[src/rtl/tfic_pkg.sv]
package tfic_pkg;
    localparam int NUM_SRC  = 5;
    localparam int NUM_STAT = 4;
    localparam int IDX_CQ   = 0;
    localparam int IDX_AUX  = 1;
    localparam int IDX_LOWV = 2;
    localparam int IDX_UV   = 3;
    localparam int IDX_WAKE = 4;

    typedef enum logic [1:0] {
        ST_PIN_QUIET = 2'd0,
        ST_PIN_FAULT = 2'd1,
        ST_SER_QUIET = 2'd2,
        ST_SER_PEND  = 2'd3
    } irq_state_e;
endpackage

[src/rtl/tfic_live_status.sv]
module tfic_live_status #(
    parameter int W = 4
) (
    input  logic         clk,
    input  logic         rst_n,
    input  logic [W-1:0] cond_i,
    output logic [W-1:0] stat_o
);
    always_ff @(posedge clk or negedge rst_n) begin
        if (!rst_n) stat_o <= '0;
        else        stat_o <= cond_i;
    end
endmodule

[src/rtl/tfic_sticky_bit.sv]
module tfic_sticky_bit (
    input  logic clk,
    input  logic rst_n,
    input  logic arm_i,
    input  logic set_i,
    input  logic clr_i,
    output logic nxt_o,
    output logic q_o
);
    always_comb begin
        if (!arm_i) nxt_o = 1'b0;
        else        nxt_o = set_i | (q_o & ~clr_i);
    end

    always_ff @(posedge clk or negedge rst_n) begin
        if (!rst_n) q_o <= 1'b0;
        else        q_o <= nxt_o;
    end

    p_set_wins_r6: assert property (@(posedge clk) disable iff (!rst_n)
        arm_i && set_i && clr_i |=> q_o)
        else $error("sticky bit lost a set during a read");
    p_hold_r5: assert property (@(posedge clk) disable iff (!rst_n)
        arm_i && q_o && !clr_i |=> q_o)
        else $error("sticky bit dropped without a read");
    p_clear_r5: assert property (@(posedge clk) disable iff (!rst_n)
        arm_i && clr_i && !set_i |=> !q_o)
        else $error("sticky bit survived a read with no source");
    p_pin_idle_r3: assert property (@(posedge clk) disable iff (!rst_n)
        !arm_i |=> !q_o)
        else $error("sticky bit set in pin mode");
endmodule

[src/rtl/tfic_irq_fsm.sv]
module tfic_irq_fsm
    import tfic_pkg::*;
(
    input  logic clk,
    input  logic rst_n,
    input  logic ser_i,
    input  logic drv_fault_i,
    input  logic pend_nxt_i,
    output logic irq_n_o
);
    irq_state_e state_q, state_d;

    always_comb begin
        state_d = state_q;
        unique case (state_q)
            ST_PIN_QUIET, ST_PIN_FAULT, ST_SER_QUIET, ST_SER_PEND: begin
                if (ser_i) state_d = pend_nxt_i  ? ST_SER_PEND  : ST_SER_QUIET;
                else       state_d = drv_fault_i ? ST_PIN_FAULT : ST_PIN_QUIET;
            end
        endcase
    end

    always_ff @(posedge clk or negedge rst_n) begin
        if (!rst_n) state_q <= ST_PIN_QUIET;
        else        state_q <= state_d;
    end

    always_comb begin
        unique case (state_q)
            ST_PIN_QUIET: irq_n_o = 1'b1;
            ST_PIN_FAULT: irq_n_o = 1'b0;
            ST_SER_QUIET: irq_n_o = 1'b1;
            ST_SER_PEND:  irq_n_o = 1'b0;
        endcase
    end

    p_pin_track_r3: assert property (@(posedge clk) disable iff (!rst_n)
        !ser_i |=> (irq_n_o == !$past(drv_fault_i)))
        else $error("pin-mode interrupt does not track driver faults");
endmodule

[src/rtl/tfic_ctrl.sv]
module tfic_ctrl
    import tfic_pkg::*;
(
    input  logic                clk,
    input  logic                rst_n,
    input  logic                ser_mode_i,
    input  logic                cq_flt_i,
    input  logic                aux_flt_i,
    input  logic                lowv_i,
    input  logic                uv_i,
    input  logic                warn_en_i,
    input  logic                wake_i,
    input  logic                irq_rd_i,
    output logic [NUM_STAT-1:0] status_o,
    output logic [NUM_SRC-1:0]  irq_word_o,
    output logic                irq_n_o
);
    logic [NUM_STAT-1:0] cond;
    logic [NUM_SRC-1:0]  src_set;
    logic [NUM_SRC-1:0]  sticky_nxt;

    always_comb begin
        cond            = '0;
        cond[IDX_CQ]    = cq_flt_i;
        cond[IDX_AUX]   = aux_flt_i;
        cond[IDX_LOWV]  = lowv_i;
        cond[IDX_UV]    = uv_i;
        src_set           = '0;
        src_set[IDX_CQ]   = cq_flt_i;
        src_set[IDX_AUX]  = aux_flt_i;
        src_set[IDX_LOWV] = lowv_i & warn_en_i;
        src_set[IDX_UV]   = uv_i;
        src_set[IDX_WAKE] = wake_i;
    end

    tfic_live_status #(.W(NUM_STAT)) u_live (
        .clk    (clk),
        .rst_n  (rst_n),
        .cond_i (cond),
        .stat_o (status_o)
    );

    for (genvar g = 0; g < NUM_SRC; g++) begin : g_sticky
        tfic_sticky_bit u_bit (
            .clk   (clk),
            .rst_n (rst_n),
            .arm_i (ser_mode_i),
            .set_i (src_set[g]),
            .clr_i (irq_rd_i),
            .nxt_o (sticky_nxt[g]),
            .q_o   (irq_word_o[g])
        );
    end

    tfic_irq_fsm u_fsm (
        .clk         (clk),
        .rst_n       (rst_n),
        .ser_i       (ser_mode_i),
        .drv_fault_i (cq_flt_i | aux_flt_i),
        .pend_nxt_i  (|sticky_nxt),
        .irq_n_o     (irq_n_o)
    );

    p_uv_unmask_r8: assert property (@(posedge clk) disable iff (!rst_n)
        ser_mode_i && uv_i |=> irq_word_o[IDX_UV] && !irq_n_o)
        else $error("undervoltage did not raise an interrupt");
    p_warn_mask_r7: assert property (@(posedge clk) disable iff (!rst_n)
        !warn_en_i && !irq_word_o[IDX_LOWV] |=> !irq_word_o[IDX_LOWV])
        else $error("masked warning set its sticky bit");
    p_nor_r10: assert property (@(posedge clk) disable iff (!rst_n)
        $past(ser_mode_i) |-> (irq_n_o == !(|irq_word_o)))
        else $error("serial pin differs from NOR of sticky word");
endmodule

[config.mk]
export PLATFORM = sky130hd
export DESIGN_NAME = tfic_ctrl
export DESIGN_NICKNAME = d
export VERILOG_FILES = /design/src/rtl/tfic_pkg.sv /design/src/rtl/tfic_live_status.sv /design/src/rtl/tfic_sticky_bit.sv /design/src/rtl/tfic_irq_fsm.sv /design/src/rtl/tfic_ctrl.sv
export SDC_FILE = /design/constraint.sdc
export NUM_CORES = 1
export LEC_CHECK = 0
export BUFFER_PORTS_ARGS = -buffer_cell sky130_fd_sc_hd__buf_2
export CAP_MARGIN = 20
export CORE_AREA = 2 2 39 41
export CTS_CLUSTER_DIAMETER = 200
export DETAILED_ROUTE_END_ITERATION = 10
export DIE_AREA = 0 0 41 43
export HOLD_SLACK_MARGIN = 0.05
export PLACE_DENSITY = 0.58
export RECOVER_POWER = 50
export SETUP_SLACK_MARGIN = 0.1
export SYNTH_ARGS = -nofsm -noshare
export SYNTH_HDL_FRONTEND = slang
export SYNTH_SLANG_ARGS = --single-unit
[constraint.sdc]
create_clock -name clk -period 0.9 [get_ports clk]
set_input_delay 0.225 -clock clk [delete_from_list [all_inputs] [get_ports clk]]
set_output_delay 0.225 -clock clk [all_outputs]
set_load 0.02 [all_outputs]
# == After elaboration in Yosys (flattened, before gate mapping) ==
# Cells that the tools add are included.
# op_classes
eq_ne,3
mux,10
bitwise,13
reduce_logical,5
# op_table
op,n
two-way mux 1 bit,7
bitwise AND 1 bit,6
bitwise OR 1 bit,6
OR reduction 5 bit,1
== test 2 bit (second input constant),2
two-way mux 2 bit,2
OR reduction 2 bit,2
OR reduction 4 bit,1
== test 2 x 1 -> 1 bit (second input constant),1
logical NOT 2 bit,1
case mux 1 bit (2 select lines),1
inverter 1 bit,1
# word_totals
reg_bits,11
output_inout_bits,10
elab_cells,38

# == Depth between registers and ports, before layout ==
# Gate-level depths: netlist of the first run.
# logic_depth
ltp_word,8
depth_mapped,3
depth_no_buf,3

# == Modules after synthesis ==
# From an unflattened synthesis of the first run, not the netlist that was laid out.
# unflattened
cells_unflattened,27
hier_area_um2,400.4
# modules_own_cells
module,n_inst,cells_per_inst,area_each_um2,seq_area_each_um2
tfic_sticky_bit,5,3,46.3,25.0
tfic_live_status,1,4,100.1,100.1
tfic_irq_fsm,1,3,43.8,25.0
tfic_ctrl,1,5,25.0,0.0

# == Worst setup path after synthesis of the first run ==
# Ideal clock, no wire load.
# synth_timing
path_type,register to register
start,register g_sticky[3].u_bit.q_o
end,register u_fsm.state_q[0]
arrival_ns,0.843
path_slack_ns,-0.077
path_stages_with_launch,4
path_buffers,0
period_less_slack_ns,0.977
cell_sequence,dfrtp_1 nor2b_1 o41ai_2 a31oi_1
# synth_between
elab_chain_cells,7
# synth_lines
element,line_no,source
"start, declared",tfic_sticky_bit.sv:8,output logic q_o
"start signal, assigned",tfic_sticky_bit.sv:17,else q_o <= nxt_o;
bitwise AND 1 bit,tfic_sticky_bit.sv:12,else nxt_o = set_i | (q_o & ~clr_i);
bitwise OR 1 bit,tfic_sticky_bit.sv:12,
two-way mux 1 bit,tfic_sticky_bit.sv:11,if (!arm_i) nxt_o = 1'b0;
OR reduction 5 bit,tfic_ctrl.sv:60,".pend_nxt_i (|sticky_nxt),"
two-way mux 1 bit,tfic_irq_fsm.sv:17,if (ser_i) state_d = pend_nxt_i ? ST_SER_PEND : ST_SER_QUIET;
two-way mux 2 bit,tfic_irq_fsm.sv:17,
two-way mux 2 bit,tfic_irq_fsm.sv:15,unique case (state_q)
via u_fsm.state_d[0],tfic_irq_fsm.sv:11,"irq_state_e state_q, state_d;"
"end signal, assigned",tfic_irq_fsm.sv:25,else state_q <= state_d;
"end, declared",tfic_irq_fsm.sv:11,
# The timed path passes the listed nets, and every way through them passes these cells. The select of a mux whose other input is x is not followed.

# == Final worst setup path of the first run ==
# layout_timing
start,register g_sticky[0].u_bit.q_o
end,output port irq_word_o[0]
# layout_rtl
element,line_no,source
"start, declared",tfic_sticky_bit.sv:8,
"start signal, assigned",tfic_sticky_bit.sv:17,
"end, declared",tfic_ctrl.sv:15,"output logic [NUM_SRC-1:0] irq_word_o,"
# No word-level cell between the ends.

==> results of run 1 <==
[critical path, cell delays in order, from the launching register on]
cell                      delay (ps)
sky130_fd_sc_hd__dfrtp_1         390
sky130_fd_sc_hd__buf_6           120
sky130_fd_sc_hd__buf_6           120
[per-stage QoR]
step | instance area, sq um | hold WS, ps | util, % | setup WS [ps]
after floorplan | 404 | -70.6 | - | -77.3
after global placement | 512 | 95.0 | 37.0 | -96.2
after detailed placement | 512 | 96.4 | 37.0 | -130
after CTS | 643 | 79.9 | 46.5 | -212
after global routing | 646 | 101 | 46.7 | -230
final | 646 | 107 | 46.7 | -201
[routing by layer]
metal | vias to the layer above | GRT usage [%] | part of all wire, %
met5 | - | 0 | 0
met4 | 0 | 8.00 | 0
met3 | 0 | 4.71 | 7.7
met2 | 16 | 17.5 | 50
met1 | 158 | 13.2 | 42
li1 | 156 | - | -
[worst min-delay path by stage]
stage	slack, ps	to	start
after floorplan	-70	g_sticky[0].u_bit.q_o	rst_n
after global placement	100	u_live.stat_o[0]	rst_n
after detailed placement	100	u_fsm.state_q[0]	rst_n
after CTS	80	u_live.stat_o[2]	lowv_i
after global routing	100	u_live.stat_o[2]	lowv_i
final	110	u_live.stat_o[2]	lowv_i
[registers in the layout, indices dropped and copies added (netlist names)]
signal / flops
u_fsm.state_q: 1
u_live.stat_o: 4
g_sticky.u_bit.q_o: 5
[kinds of logic (layout without fill, tap and decap cells)]
kind of cell / after synthesis / count (layout) / share of synthesized area [%]
DFF: 10 / 10 / 61.9
buffers and inverters: 7 / 31 / 11.1
AOI/OAI and AO/OA: 8 / 8 / 16.1
and+or+nand+nor: 8 / 8 / 10.8
[synthesized netlist by cell type]
cell type	n
sky130_fd_sc_hd__a21oi_1	2
sky130_fd_sc_hd__a22oi_1	1
sky130_fd_sc_hd__a31oi_1	1
sky130_fd_sc_hd__buf_4	5
sky130_fd_sc_hd__dfrtp_1	10
sky130_fd_sc_hd__inv_1	2
sky130_fd_sc_hd__nor2_1	2
sky130_fd_sc_hd__nor2b_1	5
sky130_fd_sc_hd__nor3_1	1
sky130_fd_sc_hd__o211a_1	1
sky130_fd_sc_hd__o21a_1	2
sky130_fd_sc_hd__o41ai_2	1
[area by class of cell]
type                       count  area [sq um]  share of cell area [%]
clock buffer                   3          22.5                    3.49
inverter                       2          7.51                    1.16
multi-input combinational     16           131                    20.3
sequential                    10           250                    38.8
tap                           16          20.0                    3.10
timing repair buffer          26           214                    33.1
[power groups by stage]
stage                     sequential (mW)  combinational [mW]  clock [mW]
after floorplan                     0.504              0.0740           0
after global placement              0.492               0.150           0
after detailed placement            0.493               0.149           0
after CTS                           0.489               0.204       0.304
after global routing                0.492               0.223       0.327
final                               0.490               0.205       0.293
[repair_timing]
action / in CTS / in global routing
pin swaps: 1 / 0
gates resized for setup: 26 / 2
endpoints found under the hold margin: 10 / 0
setup endpoints to repair: 13 / 16
setup buffers: 2 / 0
hold buffers: 1 / 0
==> flow_metrics.env, run 1 <==
export IMPL_post_synth_main_area_contributors="sky130_fd_sc_hd__dfrtp_1 62%, sky130_fd_sc_hd__buf_4 9.3%, sky130_fd_sc_hd__nor2b_1 7.7%, sky130_fd_sc_hd__o41ai_2 4.0%, sky130_fd_sc_hd__o21a_1 3.7%"
export IMPL_share_clk_of_total_power_pct=29.7
export IMPL_total_power_per_unit_cell_area_nw_per_um2=1530
export IMPL_placeableCoreArea_sq_um=1380
export IMPL_first_global_vias=336
export IMPL_ys_seq_elements=10
export IMPL_die_height_um=43
export IMPL_max_transition_margin_pct=83.4
export IMPL_comb_power_share_pct=20.7
export IMPL_worst_r2r_setup_slack_ps=-140
export IMPL_cts_tree="yes"
export IMPL_clkSinkCount=10
export IMPL_crit_type="flip-flop to output pin"
export IMPL_finalSetupViolCount=11
export IMPL_syn_instance_count=33
export IMPL_setup_tns_ps=-1220
export IMPL_yosys_cell_types_count=12
export IMPL_crit_start="g_sticky[0].u_bit.q_o"
export IMPL_initial_standard_cell_utilization_of_the_core_pct=29.2
export IMPL_yosys_warnings=0
export IMPL_num_fill_cells=125
export IMPL_drive_above_1_share_pct=54.4
export IMPL_switching_portion_of_total_power_pct=25.5
export IMPL_vias_per_cell=4.52
export IMPL_max_vdd_ir_drop_v=0.000677
export IMPL_final_critical_path_setup_slack_ps=-201
export IMPL_reg2reg_from="g_sticky[3].u_bit.q_o"
export IMPL_leakagePower_nw=0.319
export IMPL_antenna_found_initial=0
export IMPL_max_clock_freq_mhz=908
export IMPL_holdPathStages=1
export IMPL_post_route_drc_count=0
export IMPL_worstSetupStartpointType="flip-flop"
export IMPL_sequential_share_of_the_synthesized_area_pct=61.9
export IMPL_most_common_layout_cells="12 x sky130_fd_sc_hd__buf_6, 10 x sky130_fd_sc_hd__dfrtp_1, 6 x sky130_fd_sc_hd__buf_2"
export IMPL_power_report_internal_total_uw=736
export IMPL_cts_root_buf="sky130_fd_sc_hd__clkbuf_4"
export IMPL_via_count=330
export IMPL_route_detailed_wl_per_inst_um=11.1
export IMPL_rr_worst_depth=3
export IMPL_worstSetupEndpoint="irq_word_o[0]"
export IMPL_globalRouteTotalUtil_pct=11.8
export IMPL_final_common_cell="sky130_fd_sc_hd__buf_6"
export IMPL_ios=20
export IMPL_timing_max_transition_violations_final=0
export IMPL_port_buffers=19
export IMPL_min_delay_path_class="input port to flip-flop"
export IMPL_design_final_nets=69
export IMPL_crit_fanout=2
export IMPL_status="finished, violations left"
export IMPL_timing_final_hold_violations=0
export IMPL_die_area_sq_um=1760
export IMPL_globalRoute_totalOverflow=0
export IMPL_synthesis_area_per_instance_sq_um=12.2
export IMPL_synth_largest_area_cell="sky130_fd_sc_hd__dfrtp_1"
export IMPL_maximum_clock_insertion_buffer_count=2
export IMPL_stdcell_count=73
export IMPL_finalPower_uw=988
export IMPL_wirelength_um=809
export IMPL_worstSkewPairLatency_ps=260
export IMPL_place_congestion=0.743
export IMPL_crit_path_end_kind="output pin"
export IMPL_floorplan_rows=14
export IMPL_critical_path_arrival_ps=880
export IMPL_failed_checks="setup timing"
export IMPL_dp_cells=67
export IMPL_period_needed_ps=1100
export IMPL_rsz0062_at_grt="true"
export IMPL_data_required_time_of_the_critical_path_ps=670
export IMPL_drt_pass1_iterations=4
export IMPL_max_slew_worst_pin_slew_ps=249
export IMPL_clock_skew_final_ps=2.49
export IMPL_synth_cell_area_sq_um=404
export IMPL_areaGrowthSynthToFinish_pct=59.8
export IMPL_diodes=0
export IMPL_total_switching_power_uw=251
export IMPL_die_w_um=41
export IMPL_regToRegEndpoint="u_fsm.state_q[0]"
export IMPL_synth_fp_nets=43
export IMPL_drt_iter0_drc=4
export IMPL_antenna_violating_nets_post_route=0
export IMPL_cts_clk_slew_worst_paths_ps=60
export IMPL_synth_top_cell_area_share_pct=61.9
export IMPL_cts_max_level=1
export IMPL_grt_first_pass_wirelength_um=1350
export IMPL_grt_max_degree=11
export IMPL_drv_cap=0
export IMPL_power_frac_seq_pct=49.6
export IMPL_cts_buffers_inserted=3
export IMPL_final_period_utilization_pct=122
(Power assumes the default switching activity.)
==> inputs of run 2 (changes only) <==
--- a/config.mk
+++ b/config.mk
@@ -7,14 +7,17 @@
 export LEC_CHECK = 0
 export BUFFER_PORTS_ARGS = -buffer_cell sky130_fd_sc_hd__buf_2
 export CAP_MARGIN = 20
-export CORE_AREA = 2 2 39 41
+export CELL_PAD_IN_SITES_DETAIL_PLACEMENT = 0
+export CELL_PAD_IN_SITES_GLOBAL_PLACEMENT = 1
+export CORE_MARGIN = 2
+export CORE_UTILIZATION = 28
 export CTS_CLUSTER_DIAMETER = 200
 export DETAILED_ROUTE_END_ITERATION = 10
-export DIE_AREA = 0 0 41 43
 export HOLD_SLACK_MARGIN = 0.05
-export PLACE_DENSITY = 0.58
+export PLACE_DENSITY = 0.67
 export RECOVER_POWER = 50
 export SETUP_SLACK_MARGIN = 0.1
 export SYNTH_ARGS = -nofsm -noshare
 export SYNTH_HDL_FRONTEND = slang
+export SYNTH_HIERARCHICAL = 1
 export SYNTH_SLANG_ARGS = --single-unit
==> run 2 against run 1 <==
  * The flow still finishes with violations (setup timing)
  * Critical path depth up 3
  * Hold slack lost 20 ps
  * Sequential share of layout area decreased by 2.9 points
  * Via count is 6.1% lower
  * Combinational power is 16% higher
  * Die area shrank 0.82%
  * Highest routed layer is now met4
==> flow_metrics.env, run 2 <==
export IMPL_maximum_clock_insertion_buffer_count=2
export IMPL_placeableCoreArea_sq_um=1320
export IMPL_final_core_utilization_pct=54.2
export IMPL_ys_seq_elements=10
export IMPL_stdcell_count=75
export IMPL_synthesis_area_per_instance_sq_um=14.8
export IMPL_drt_iter0_drc=5
export IMPL_hpwl_um=550
export IMPL_design_final_nets=71
export IMPL_rr_worst_depth=5
export IMPL_max_clock_freq_mhz=768
export IMPL_floorplan_rows=13
export IMPL_dp_cells=63
export IMPL_diodes=0
export IMPL_drv_cap=0
export IMPL_initial_standard_cell_utilization_of_the_core_pct=30.4
export IMPL_synth_edff_count=0
export IMPL_critical_path_buffers_and_inverters=0
export IMPL_clock_skew_final_ps=2.18
export IMPL_post_synth_main_area_contributors="sky130_fd_sc_hd__dfrtp_1 63%, sky130_fd_sc_hd__nor2b_4 17%, sky130_fd_sc_hd__o21a_1 9.4%, sky130_fd_sc_hd__mux2_4 3.8%, sky130_fd_sc_hd__and2_1 1.6%"
export IMPL_wirelength_um=778
export IMPL_cts_clk_slew_worst_paths_ps=70
export IMPL_critical_path_slowest_cell="sky130_fd_sc_hd__dfrtp_2"
export IMPL_antenna_violating_nets_post_route=0
export IMPL_final_critical_path_setup_slack_ps=-403
export IMPL_synth_top_cell_area_share_pct=62.5
export IMPL_crit_type="flip-flop to flip-flop"
export IMPL_fin_hold_ws_ps=87.1
export IMPL_worstSetupStartpointType="flip-flop"
export IMPL_die_height_um=41.8
export IMPL_total_power_per_unit_cell_area_nw_per_um2=1570
export IMPL_largest_reg_flops=5
export IMPL_failed_checks="setup timing"
export IMPL_leakagePower_nw=0.339
export IMPL_drive_above_1_share_pct=70.0
export IMPL_min_delay_path_class="input port to flip-flop"
export IMPL_regToRegEndpoint="u_fsm/state_q[0]"
export IMPL_most_common_cell_in_the_synthesized_netlist="sky130_fd_sc_hd__dfrtp_1"
export IMPL_top_reg_by_flops="g_sticky.u_bit/q_o"
export IMPL_synthTopCellsByCount="10 x sky130_fd_sc_hd__dfrtp_1, 5 x sky130_fd_sc_hd__nor2b_4, 5 x sky130_fd_sc_hd__o21a_1"
export IMPL_share_of_synthesized_registers_carrying_an_async_set_or_reset_pct=100
export IMPL_timing_final_hold_violations=0
export IMPL_worst_path_largest_cell_delay_ps=410
export IMPL_synth_fp_nets=37
export IMPL_max_vdd_ir_drop_v=0.00123
export IMPL_worstSetupEndpoint="u_fsm/state_q[0]"
export IMPL_reg_largest_list="g_sticky.u_bit/q_o: 5 flops, u_live/stat_o: 4 flops, u_fsm/state_q: 1 flops"
export IMPL_max_slew_worst_pin_slew_ps=248
export IMPL_cts_buffers_inserted=3
export IMPL_cts_root_buf="sky130_fd_sc_hd__clkbuf_4"
export IMPL_vias_per_cell=4.13
export IMPL_most_common_layout_cells="15 x sky130_fd_sc_hd__buf_6, 6 x sky130_fd_sc_hd__buf_2"
export IMPL_cts_max_level=1
export IMPL_sequential_share_of_the_synthesized_area_pct=62.5
export IMPL_yosys_warnings=6
export IMPL_ios=20
export IMPL_die_w_um=41.8
export IMPL_port_buffers=19
export IMPL_data_required_time_of_the_critical_path_ps=1050
export IMPL_via_count=310
export IMPL_reg2reg_from="g_sticky[1].u_bit/q_o"
export IMPL_worst_r2r_setup_slack_ps=-400
export IMPL_critical_path_cell_count=5
export IMPL_final_period_utilization_pct=145
export IMPL_globalRoute_totalOverflow=0
export IMPL_place_congestion=0.714
export IMPL_timing_critical_path_max_delay_family="flip-flops"
export IMPL_drt_pass1_iterations=2
export IMPL_final_common_cell="sky130_fd_sc_hd__buf_6"
export IMPL_synth_flop_cell="sky130_fd_sc_hd__dfrtp_1"
export IMPL_first_global_vias=318
export IMPL_grt_max_degree=11
export IMPL_finalSetupViolCount=11
export IMPL_cts_tree="yes"
export IMPL_clkSinkCount=10
export IMPL_areaGrowthSynthToFinish_pct=78.4
export IMPL_crit_start="g_sticky[1].u_bit/q_o"
export IMPL_rsz0062_at_grt="true"
export IMPL_synth_cell_area_sq_um=400
export IMPL_period_needed_ps=1300
export IMPL_globalRouteTotalUtil_pct=10.2
export IMPL_route_detailed_wl_per_inst_um=10.4
export IMPL_yosys_cell_types_count=10
export IMPL_die_area_sq_um=1750
export IMPL_status="finished, violations left"
export IMPL_antenna_found_initial=0
export IMPL_crit_fanout=2
export IMPL_max_transition_margin_pct=83.5
export IMPL_syn_instance_count=27
export IMPL_crit_path_end_kind="flip-flop"
export IMPL_synth_largest_area_cell="sky130_fd_sc_hd__dfrtp_1"
export IMPL_post_route_drc_count=0
export IMPL_cp_cell_sequence="nor2b_4 > o21a_1 > nor3_2 > nand2_1 > mux2_4"
export IMPL_timing_max_transition_violations_final=0
export IMPL_critical_path_arrival_ps=1450
export IMPL_grt_first_pass_wirelength_um=1320
export IMPL_worstSkewPairLatency_ps=260
run 2: changes by cell type after synthesis, moves of 2 or more:
cell	before	now
sky130_fd_sc_hd__buf_4	5	0
sky130_fd_sc_hd__nor2b_4	0	5
sky130_fd_sc_hd__nor2b_1	5	0
sky130_fd_sc_hd__o21a_1	2	5
sky130_fd_sc_hd__a21oi_1	2	0
run 2: metal layers:
metal | up-vias | global-route usage (%) | wire length, um | part of all wire [%]
li1 | 158 | - | - | -
met1 | 140 | 12.0 | 329 | 42
met2 | 10 | 15.6 | 396 | 51
met3 | 2 | 3.91 | 46 | 5.9
met4 | 0 | 5.81 | 6 | 0.77
met5 | - | 0 | 0 | 0
run 2: final cells by class:
| type | count | area (sq um) |
|---|---|---|
| timing repair buffer | 29 | 248 |
| clock buffer | 4 | 36.3 |
| sequential | 10 | 256 |
| multi-input combinational | 16 | 151 |
| tap | 15 | 18.8 |
| inverter | 1 | 3.75 |
| fill | 116 | 603 |
run 2: worst min-delay path by stage:
stage	from	end	slack, ps	depth (start not counted)
floorplan	rst_n	g_sticky[0].u_bit/q_o	-70	0
global placement	rst_n	u_live/stat_o[3]	90	1
detailed placement	rst_n	u_fsm/state_q[0]	90	1
CTS	uv_i	u_live/stat_o[3]	80	1
global route	uv_i	u_live/stat_o[3]	80	1
finish	uv_i	u_live/stat_o[3]	90	1
run 2: logic make-up after synthesis:
group | count (synthesis) | synth area share, %
simple gates | 10 | 23.4
buf+inv | 1 | 0.937
flops | 10 | 62.5
mux | 1 | 3.75
compound gates | 5 | 9.38
run 2: per-stage QoR:
stage                     TNS (ps)  setup WS, ps  cell area [sq um]  total power, mW
after global routing         -2620          -477                714             1.18
after floorplan               -420          -420                407            0.581
after global placement        -415          -415                536            0.660
after detailed placement      -429          -429                536            0.661
final                        -2190          -403                714             1.13
after CTS                    -1990          -417                679             1.12
run 2: timing repair:
| item | in CTS | in global routing |
|---|---|---|
| pin swaps | 0 | 1 |
| hold buffers | 1 | 0 |
| setup buffers | 4 | 4 |
| endpoints found under the hold margin | 10 | 0 |
| setup endpoints to repair | 16 | 16 |
| gates resized for setup | 21 | 6 |
run 2: power breakdown:
part	internal [mW]	switching [mW]
logic	0.137	0.101
clock network	0.245	0.150
registers	0.478	0.0142
total	0.860	0.265
==> inputs of run 3 (changes only) <==
--- a/config.mk
+++ b/config.mk
@@ -6,7 +6,7 @@
 export NUM_CORES = 1
 export LEC_CHECK = 0
 export BUFFER_PORTS_ARGS = -buffer_cell sky130_fd_sc_hd__buf_2
-export CAP_MARGIN = 20
+export CAP_MARGIN = 5
 export CELL_PAD_IN_SITES_DETAIL_PLACEMENT = 0
 export CELL_PAD_IN_SITES_GLOBAL_PLACEMENT = 1
 export CORE_MARGIN = 2
@@ -14,7 +14,7 @@
 export CTS_CLUSTER_DIAMETER = 200
 export DETAILED_ROUTE_END_ITERATION = 10
 export HOLD_SLACK_MARGIN = 0.05
-export PLACE_DENSITY = 0.67
+export PLACE_DENSITY_LB_ADDON = 0.1
 export RECOVER_POWER = 50
 export SETUP_SLACK_MARGIN = 0.1
 export SYNTH_ARGS = -nofsm -noshare
==> run 3 against run 2 <==
  * Via count did not move
  * The flow still finishes with violations (setup timing)
  * Sequential cell count did not move
  * Die area did not move
  * First-iteration DRC count fell by 40%
  * Core utilization fell by 3.8 points
  * Non-clock buffer count fell by 3
  * Sequential share of layout area rose by 2.7 points
  * Worst setup slack got worse by 16 ps
  * Cell count fell by 4.0%
  * Highest routed layer unchanged
  * Largest power group unchanged
==> flow_metrics.env, run 3 (same netlist as run 2, synthesis figures left out) <==
export IMPL_final_core_utilization_pct=50.4
export IMPL_route_detailed_wl_per_inst_um=12.7
export IMPL_data_required_time_of_the_critical_path_ps=1040
export IMPL_place_congestion=0.744
export IMPL_num_fill_cells=122
export IMPL_top_reg_by_flops="g_sticky.u_bit/q_o"
export IMPL_max_vdd_ir_drop_v=0.000820
export IMPL_drt_pass1_iterations=4
export IMPL_drt_iter0_drc=3
export IMPL_die_height_um=41.8
export IMPL_timing_critical_path_max_delay_family="flip-flops"
export IMPL_min_delay_path_class="input port to flip-flop"
export IMPL_globalRoute_totalOverflow=0
export IMPL_failed_checks="setup timing"
export IMPL_cts_tree="yes"
export IMPL_fin_hold_ws_ps=90.8
export IMPL_via_count=310
export IMPL_clock_skew_final_ps=10.9
export IMPL_pre_cts_slack_ps=-435
export IMPL_wirelength_um=912
export IMPL_total_power_per_unit_cell_area_nw_per_um2=1550
export IMPL_max_transition_margin_pct=82.7
export IMPL_areaGrowthSynthToFinish_pct=65.9
export IMPL_post_route_drc_count=0
export IMPL_port_buffers=19
export IMPL_cts_max_level=1
export IMPL_reg_largest_list="g_sticky.u_bit/q_o: 5 flops, u_live/stat_o: 4 flops, u_fsm/state_q: 1 flops"
export IMPL_placeableCoreArea_sq_um=1320
export IMPL_maximum_clock_insertion_buffer_count=2
export IMPL_vias_per_cell=4.31
export IMPL_antenna_violating_nets_post_route=0
export IMPL_final_common_cell="sky130_fd_sc_hd__buf_6"
export IMPL_finalSetupViolCount=12
export IMPL_cp_cell_sequence="nor2b_4 > o21a_1 > nor3_1 > nand2_1 > mux2_4"
export IMPL_antenna_found_initial=0
export IMPL_ios=20
export IMPL_critical_path_buffers_and_inverters=0
export IMPL_drive_above_1_share_pct=61.4
export IMPL_cts_buffers_inserted=3
export IMPL_globalRouteTotalUtil_pct=11.1
export IMPL_final_critical_path_setup_slack_ps=-419
export IMPL_leakagePower_nw=0.312
export IMPL_status="finished, violations left"
export IMPL_diodes=0
export IMPL_worstSetupStartpointType="flip-flop"
export IMPL_initial_standard_cell_utilization_of_the_core_pct=30.4
export IMPL_design_final_nets=68
export IMPL_drv_cap=0
export IMPL_floorplan_rows=13
export IMPL_cts_root_buf="sky130_fd_sc_hd__clkbuf_4"
export IMPL_cts_clk_slew_worst_paths_ps=70
export IMPL_period_needed_ps=1320
export IMPL_first_global_vias=345
export IMPL_crit_path_end_kind="flip-flop"
export IMPL_clkSinkCount=10
export IMPL_rsz0062_at_grt="true"
export IMPL_worstSkewPairLatency_ps=260
export IMPL_max_clock_freq_mhz=758
export IMPL_critical_path_slowest_cell="sky130_fd_sc_hd__dfrtp_2"
export IMPL_max_slew_worst_pin_slew_ps=259
export IMPL_timing_final_hold_violations=0
export IMPL_largest_reg_flops=5
export IMPL_crit_type="flip-flop to flip-flop"
export IMPL_die_w_um=41.8
export IMPL_grt_first_pass_wirelength_um=1410
export IMPL_die_area_sq_um=1750
export IMPL_grt_max_degree=11
export IMPL_timing_max_transition_violations_final=0
export IMPL_critical_path_arrival_ps=1460
export IMPL_worst_path_largest_cell_delay_ps=410
export IMPL_hpwl_um=681
export IMPL_final_period_utilization_pct=147
export IMPL_crit_fanout=2
[run 3: final timing paths]
| kind | from | end | slack [ps] | depth (start not counted) |
|---|---|---|---|---|
| max | g_sticky[0].u_bit/q_o | u_fsm/state_q[0] | -420 | 5 |
| min | lowv_i | u_live/stat_o[2] | 90 | 1 |
| max reg2reg | g_sticky[0].u_bit/q_o | u_fsm/state_q[0] | -420 | 5 |
| min reg2reg | g_sticky[1].u_bit/q_o | g_sticky[1].u_bit/q_o | 650 | 2 |
| max in group asynchronous | rst_n | g_sticky[0].u_bit/q_o | 310 | 2 |
| min in group asynchronous | rst_n | u_live/stat_o[2] | 360 | 2 |
[run 3: where the power goes]
part           internal (mW)  switching (mW)  leakage (nW)
clock network          0.171           0.146        0.0150
logic                  0.121          0.0984         0.183
registers              0.478          0.0152         0.114
[run 3: final cells by class]
cell class | count | area, sq um | area share, %
tap | 15 | 18.8 | 2.82
sequential | 10 | 256 | 38.6
multi-input combinational | 16 | 146 | 22.0
timing repair buffer | 26 | 213 | 32.0
inverter | 1 | 3.75 | 0.565
clock buffer | 4 | 26.3 | 3.95
[run 3: through the flow]
| step | area, sq um | std cells | setup TNS [ps] | power [mW] |
|---|---|---|---|---|
| 4_1_cts | 656 | 71 | -1980 | 1.04 |
| 5_1_grt | 664 | 72 | -2320 | 1.07 |
| 2_1_floorplan | 407 | 27 | -420 | 0.581 |
| 3_5_place_dp | 528 | 62 | -435 | 0.661 |
| 3_3_place_gp | 528 | 62 | -424 | 0.656 |
| 6_report | 664 | 72 | -1990 | 1.03 |
[run 3: layer usage]
layer / GRT usage, % / wire [um]
met3: 2.61 / 46
met5: 0 / 0
met4: 5.81 / 7
met2: 22.8 / 533
met1: 9.29 / 325
[run 3: repair_timing]
item	CTS	global route
resized for setup	19	2
cloned	0	0
endpoints found under the setup margin	16	16
hold buffers	1	0
endpoints found under the hold margin	10	0
pin swaps	1	0
setup buffers	4	1
